**config.mk**
```make
export PLATFORM = sky130hd
export DESIGN_NAME = countdown_secs
export DESIGN_NICKNAME = d
export VERILOG_FILES = /design/src/rtl/cdt_pkg.sv /design/src/rtl/cdt_ctrl.sv /design/src/rtl/cdt_datapath.sv /design/src/rtl/countdown_secs.sv
export SDC_FILE = /design/constraint.sdc
export NUM_CORES = 1
export LEC_CHECK = 0
export CAP_MARGIN = 20
export CORE_MARGIN = 4
export CORE_UTILIZATION = 65
export DETAILED_ROUTE_END_ITERATION = 12
export PLACE_DENSITY = 0.95
export SLEW_MARGIN = 10
export SYNTH_ARGS = -nofsm -noshare
export SYNTH_HDL_FRONTEND = slang
export SYNTH_HIERARCHICAL = 1
export SYNTH_SLANG_ARGS = --single-unit
```
**constraint.sdc**
```tcl
create_clock -name clk -period 6.4 [get_ports clk]
set_input_delay 1.28 -clock clk [delete_from_list [all_inputs] [get_ports clk]]
set_output_delay 1.28 -clock clk [all_outputs]
set_load 0.005 [all_outputs]
```
**src/rtl/cdt_pkg.sv**
```systemverilog
package cdt_pkg;
  typedef enum logic [1:0] {
    MODE_SET  = 2'd0,
    MODE_RUN  = 2'd1,
    MODE_DONE = 2'd2
  } modeT;

  // strobes from control to datapath, at most one set per cycle
  typedef struct packed {
    logic loadCount;
    logic decCount;
    logic incInit;
    logic decInit;
  } strobeT;
endpackage

```
**src/rtl/cdt_ctrl.sv**
```systemverilog
module cdt_ctrl
  import cdt_pkg::*;
#(
  parameter int CLK_HZ = 50_000_000
) (
  input  logic   clk,
  input  logic   rstN,
  input  logic   keySet,
  input  logic   keyUp,
  input  logic   keyDown,
  input  logic   keyEnter,
  input  logic   countIsOne,
  output modeT   mode,
  output strobeT strobes,
  output logic   blankDisp
);
  localparam int PW   = (CLK_HZ > 2) ? $clog2(CLK_HZ) : 1;
  localparam int HALF = CLK_HZ / 2;

  logic [PW-1:0] prescale;
  logic          tick;
  modeT          nextMode;

  assign tick = (prescale == PW'(CLK_HZ - 1));

  always_comb begin
    strobes  = '0;
    nextMode = mode;
    unique case (mode)
      MODE_SET: begin
        if (keyEnter) begin
          strobes.loadCount = 1'b1;
          nextMode          = MODE_RUN;
        end else if (keyUp) begin
          strobes.incInit = 1'b1;
        end else if (keyDown) begin
          strobes.decInit = 1'b1;
        end
      end
      MODE_RUN: begin
        if (keySet) begin
          nextMode = MODE_SET;
        end else if (tick) begin
          strobes.decCount = 1'b1;
          if (countIsOne) nextMode = MODE_DONE;
        end
      end
      MODE_DONE: begin
        if (keySet) nextMode = MODE_SET;
      end
      default: nextMode = MODE_SET;
    endcase
  end

  always_ff @(posedge clk) begin
    if (!rstN) begin
      mode     <= MODE_SET;
      prescale <= '0;
    end else begin
      mode <= nextMode;
      if (strobes.loadCount || nextMode == MODE_SET || tick) prescale <= '0;
      else                                                   prescale <= prescale + 1'b1;
    end
  end

  assign blankDisp = (mode == MODE_DONE) && (prescale >= PW'(HALF));

  // the readout goes dark only while expired
  p_blank_done_r8: assert property (@(posedge clk) disable iff (!rstN)
    blankDisp |-> mode == MODE_DONE);
  // set leaves counting or expired for setting mode
  p_set_exit_r7: assert property (@(posedge clk) disable iff (!rstN)
    (mode != MODE_SET && keySet) |=> mode == MODE_SET);
  // set alone in setting mode keeps the mode
  p_set_ignored_r4: assert property (@(posedge clk) disable iff (!rstN)
    (mode == MODE_SET && keySet && !keyEnter) |=> mode == MODE_SET);
  // countdown starts from a cleared prescaler
  p_start_clear_r5: assert property (@(posedge clk) disable iff (!rstN)
    (mode == MODE_SET && keyEnter) |=> (mode == MODE_RUN && prescale == '0));
endmodule

```
**src/rtl/cdt_datapath.sv**
```systemverilog
module cdt_datapath
  import cdt_pkg::*;
#(
  parameter int MAX_SECS = 59
) (
  input  logic       clk,
  input  logic       rstN,
  input  modeT       mode,
  input  strobeT     strobes,
  output logic       countIsOne,
  output logic [3:0] tensBcd,
  output logic [3:0] onesBcd
);
  localparam int VW = $clog2(MAX_SECS + 1);

  logic [VW-1:0] initVal;
  logic [VW-1:0] count;
  logic [VW-1:0] dispVal;

  always_ff @(posedge clk) begin
    if (!rstN) begin
      initVal <= VW'(1);
    end else if (strobes.incInit) begin
      initVal <= (initVal == VW'(MAX_SECS)) ? VW'(1) : initVal + 1'b1;
    end else if (strobes.decInit) begin
      initVal <= (initVal == VW'(1)) ? VW'(MAX_SECS) : initVal - 1'b1;
    end
  end

  always_ff @(posedge clk) begin
    if (!rstN)                 count <= '0;
    else if (strobes.loadCount) count <= initVal;
    else if (strobes.decCount)  count <= count - 1'b1;
  end

  assign countIsOne = (count == VW'(1));
  assign dispVal    = (mode == MODE_SET) ? initVal : count;
  assign tensBcd    = 4'(dispVal / VW'(10));
  assign onesBcd    = 4'(dispVal % VW'(10));

  // start value stays within 1..MAX_SECS
  p_init_range_r2: assert property (@(posedge clk) disable iff (!rstN)
    (initVal >= VW'(1)) && (initVal <= VW'(MAX_SECS)));
  // start value frozen outside setting mode
  p_init_hold_r6: assert property (@(posedge clk) disable iff (!rstN)
    (mode != MODE_SET) |=> $stable(initVal));
  // each one-second step removes exactly one
  p_dec_step_r5: assert property (@(posedge clk) disable iff (!rstN)
    strobes.decCount |=> count == $past(count) - 1'b1);
  // the counter starts at the start value
  p_load_r5: assert property (@(posedge clk) disable iff (!rstN)
    strobes.loadCount |=> count == $past(initVal));
endmodule

```
**src/rtl/countdown_secs.sv**
```systemverilog
module countdown_secs #(
  parameter int CLK_HZ   = 50_000_000,
  parameter int MAX_SECS = 59
) (
  input  logic       clk,
  input  logic       rstN,
  input  logic       keySet,
  input  logic       keyUp,
  input  logic       keyDown,
  input  logic       keyEnter,
  output logic [3:0] tensBcd,
  output logic [3:0] onesBcd,
  output logic       blankDisp
);
  cdt_pkg::modeT   mode;
  cdt_pkg::strobeT strobes;
  logic            countIsOne;

  cdt_ctrl #(.CLK_HZ(CLK_HZ)) u_ctrl (
    .clk(clk), .rstN(rstN), .keySet(keySet), .keyUp(keyUp), .keyDown(keyDown),
    .keyEnter(keyEnter), .countIsOne(countIsOne), .mode(mode), .strobes(strobes),
    .blankDisp(blankDisp)
  );

  cdt_datapath #(.MAX_SECS(MAX_SECS)) u_dp (
    .clk(clk), .rstN(rstN), .mode(mode), .strobes(strobes),
    .countIsOne(countIsOne), .tensBcd(tensBcd), .onesBcd(onesBcd)
  );
endmodule

```
== Word level (Yosys, flattened, before mapping) ==
Cells that the tools add are included.
Cells by class
  order comparisons: 1
  bitwise logic cells: 1
  div/mod/pow operators: 2
  reduce and logical (&&, ||, !) cells: 8
  equality and inequality tests: 6
  multiplexer cells: 23
  $add $sub $neg: 4
Operators with widths (count)
  two-way mux 6 bit: 7
  adder 26 x 1 -> 26 bit (second input constant): 1
  == test 26 bit (second input constant): 1
  greater-or-equal comparator 26 x 25 -> 1 bit (second input constant): 1
  two-way mux 2 bit: 7
  == test 6 x 1 -> 1 bit (second input constant): 2
  subtractor 6 x 1 -> 6 bit (second input constant): 2
  two-way mux 1 bit: 8
  adder 6 x 1 -> 6 bit (second input constant): 1
  divider 6 x 4 -> 6 bit (second input constant): 1
  == test 6 bit (second input constant): 1
  remainder unit 6 x 4 -> 6 bit (second input constant): 1
  case mux 2 bit (3 select lines): 1
  logical NOT 2 bit: 2
  nonzero test 2 bit: 2
  == test 2 x 1 -> 1 bit (second input constant): 1
  == test 2 bit (second input constant): 1
  logical OR 1 bit: 2
  OR reduction 2 bit: 1
  logical AND 1 bit: 1
  inverter 1 bit: 1
Word-level totals
  bits in registers: 40
  output and inout bits: 9
  input port bits: 6
  logic and storage cells: 49

== Longest topological paths before layout ==
  depth in word-level cells: 9
  depth in mapped cells: 13
  gate-level depth less buffers: 12

== By module ==
The synthesis kept the hierarchy.
Modules (own cells, without submodules)
  cdt_ctrl: cells each 174, sequential area each 560.5 um^2, instances 1, area each 1498.9 um^2
  cdt_datapath: cells each 189, sequential area each 240.2 um^2, instances 1, area each 1410.1 um^2

== Worst setup path after synthesis ==
OpenSTA, ideal clock, no wires.
  path kind: register to output
  start: register u_ctrl.mode[0]
  end: output port onesBcd[3]
  buffers on the path: 1
  data arrival time: 2663 ps
  setup slack: 2457 ps
  data required time: 5120 ps
  cell stages (with the launch flop): 14
  cells stage by stage: dfxtp_1 -> or2_4 -> buf_8 -> mux2i_1 -> ha_1 -> a311oi_1 -> o21ba_2 -> nor2_1 -> xnor2_1 -> ha_1 -> inv_1 -> o311ai_0 -> o31ai_1 -> o2bb2a_1
Between the ends
  word-level cells in the longest chain between the ends: 3
Ends and longest elaborated chain
  start, declared: line cdt_ctrl.sv:13  | output modeT mode,
  start signal, assigned: line cdt_ctrl.sv:60  | mode <= nextMode;
  logical NOT 2 bit: line cdt_datapath.sv:37  | assign dispVal = (mode == MODE_SET) ? initVal : count;
  two-way mux 6 bit: line cdt_datapath.sv:37
  remainder unit 6 x 4 -> 6 bit: line cdt_datapath.sv:39  | assign onesBcd = 4'(dispVal % VW'(10));
  end, declared: line countdown_secs.sv:12  | output logic [3:0] onesBcd,
Every way passes these cells.

== Worst setup path after layout ==
  start: register u_ctrl.mode[1]
  end: output port onesBcd[3]
The elaborated chain is that of the path after synthesis.

==> run metrics <==
TritonCTS Buffers 5; maximum number of pins on one net before global-route repair 29; total die area 5610 um^2; Hold Crit Start u_ctrl/prescale[0]; layout cells sized above 1 8.17%; endpoints failing setup 0; cts hold-fix bufs 0; boundary pin count 15; critical path start-end classification reg -> out; Async S/R FF share, synth 0%; Distinct cells, synth 62; insertion delay of the later-clocked pin in the worst-skew pair 0.30 ns; final total negative setup slack 0 ns; root cell of the clock tree clkbuf_8; port bufs 13; leakage power of the design 0.000995 uW; path class of the lowest-slack min-delay path reg -> reg; category of the worst setup path capture point output port; number of max-slew violations in the final report 0; max-cap viol count 0; critical path startpoint category flop; cts repair resizes 0; post-CTS setup buffer count 0; critical register-to-register path startpoint u_ctrl/prescale[0]; overall overflow remaining after global route 0; TritonCTS clock tree built; floorplan row count 24; Ys Warns 6; worst max-slew margin expressed relative to the limit 32.0%; Core Footprint 4350 um^2; Avg Inst Size Synth 8.01 um^2; number of enable flip-flop cells after synthesis 0; clock buffer depth 2; first-pass GRT wire length 11400 um; primary flip-flop cell chosen by synthesis mapping dfxtp_1; post-synthesis cell area 2910 um^2; final routed DRC violation total 0; launch point of the worst path u_ctrl/mode[1]; post-route fraction of the period consumed by the critical path 78.3%; Cell Pwr Density 179 nW/um^2; last weighted congestion value of the routability-driven placer 0.903; Die Width 74.9 um; iteration-0 DRC count of the detailed router 255; flip-flop and latch count after synthesis 40; CP Data Required Time 5.12 ns; per-cell via count in the routed design 6.56; net count of the mapped netlist 378; post-layout net count 381; clock tree skew after final layout 0.00720 ns; Worst Tran Pin Value 1.02 ns; die height 74.9 um; number of endpoints with negative hold slack in the final report 0; non-filler cells in the finished layout 419; post-route antenna net violation count 0; Placed Cells incl. Taps 409; average wire length per cell after detail routing 15.9 um; number of instances in the synthesized netlist 363; setup repair after global routing missed its margin no; outcome completed; ANT cells 0; Global Route Usage Sum 25.4%; Detailed Place HPWL 4640 um; length of the first detailed-routing pass in iterations 7; Initial Utilization 66.8%; sequential fraction of the synthesis area 27.5%; initial antenna violation count 0; Vias 2749; fin crit period 5.01 ns; area growth from synthesis to final layout 8.56%; worst supply voltage drop on vdd 0.145 mV; CP Max Fanout 12; total power 566 uW; wirelength, routed 6670 um; upper clock frequency limit 200 MHz; Clock transition at path regs 0.08 ns; sinks on the clock net 40; htree depth 2; number of global-route vias before repair 2520; arrival time at the worst endpoint 3.73 ns
cells in the mapped netlist, drive strengths merged (9+ instances only):
library cell,number,area share (%)
nor2,22,2.8
clkbuf,11,1.4
buf,11,2.9
ha,9,3.9
nor3,24,4.5
and2,9,1.9
a21oi,14,2.4
o21ai,29,5.2
a211oi,14,4.1
xnor2,18,5.4
nand3,17,3.3
dfxtp,40,28
nand2,23,3.2
inv,14,1.8
kinds of logic (layout without fill, tap and decap cells):
| family | Yosys count | in the layout | share of synthesized area [%] |
|---|---|---|---|
| compound gates | 89 | 89 | 21.3 |
| xor+xnor | 23 | 23 | 6.92 |
| fa+ha+maj | 9 | 9 | 3.87 |
| buf+inv | 36 | 40 | 6.15 |
| flops | 40 | 40 | 27.5 |
| mux | 8 | 8 | 2.80 |
| other cells | 1 | 1 | 0.129 |
| simple gates | 157 | 157 | 31.3 |
critical path, cell delays in order, from the launching register on:
cell and delay, ns:
dfxtp_1 0.53, or2_4 0.28, mux2i_1 0.26, ha_1 0.28
a311oi_1 0.24, o21ba_2 0.24, nor2_1 0.17, xnor2_1 0.18
ha_1 0.25, inv_1 0.05, o311ai_0 0.08, o31ai_1 0.12
o2bb2a_1 0.25, clkdlybuf4s50_1 0.50
per-stage QoR:
stage	worst slack, ns	util (%)	instance area, um^2	hold WS (ns)
after floorplan	2.46	-	2910	0.468
after global placement	1.90	69.0	3000	0.493
after detailed placement	1.73	69.0	3000	0.507
after CTS	1.40	71.6	3120	0.519
after global routing	1.10	72.5	3160	0.528
final	1.39	72.5	3160	0.511
flip-flops by register name, indices dropped and copies added (netlist names):
name and cells:
u_ctrl/prescale 26, u_dp/count 6, u_dp/initVal 6, u_ctrl/mode 2
layer usage:
layer  track usage [%]  share of wire (%)  wire length, um  vias to the layer above
met1              32.9                 43             2870                     1315
met4              8.89                2.0              131                        0
met5                 0                  0                0                        -
met3              4.01                4.6              308                       18
met2              42.8                 50             3360                       72
li1                  -                  -                -                     1344
report_power, final:
group | switching [uW] | internal [uW] | leakage (uW) | total, uW
clock | 87.4 | 115 | 0.0000541 | 203
combinational | 49.6 | 49.2 | 0.000618 | 98.8
sequential | 11.4 | 253 | 0.000323 | 264
total | 148 | 417 | 0.000995 | 566
cell usage in the layout (no fill, tap or decap), types with 3 or more instances in the layout:
master,n
xor2_1,5
xnor2_1,18
o21ai_2,3
nand4_1,6
o31ai_1,7
dfxtp_1,40
and2_1,9
a21oi_1,14
mux2i_1,7
and2b_1,3
clkdlybuf4s50_1,13
nor3_1,23
nand2_1,22
ha_1,9
a211oi_1,11
a31oi_1,3
a211oi_2,3
or4_1,8
nor4_1,8
buf_4,3
nand3_1,15
nor2_1,22
clkbuf_8,5
nor2b_1,5
inv_1,14
nor4b_1,5
and4_1,3
nand2b_1,5
or3_1,8
o21ai_0,25
nand3b_1,3
worst paths after layout:
kind | endpoint | slack [ns] | cells after the start
worst max register to register | u_dp/count[5] | 2.95 | 10
worst min-delay path | u_ctrl/prescale[0] | 0.51 | 1
worst min register to register | u_ctrl/prescale[0] | 0.51 | 1
worst max-delay path | onesBcd[3] | 1.39 | 13
layout make-up:
cell class | count | area [um^2]
Clock buffer | 5 | 68.8
Clock inverter | 3 | 42.5
Fill cell | 338 | 1200
Inverter | 14 | 52.6
Multi-Input combinational cell | 287 | 1930
Sequential cell | 40 | 801
Tap cell | 52 | 65.1
Timing Repair Buffer | 18 | 195
(Power assumes the default switching activity.)
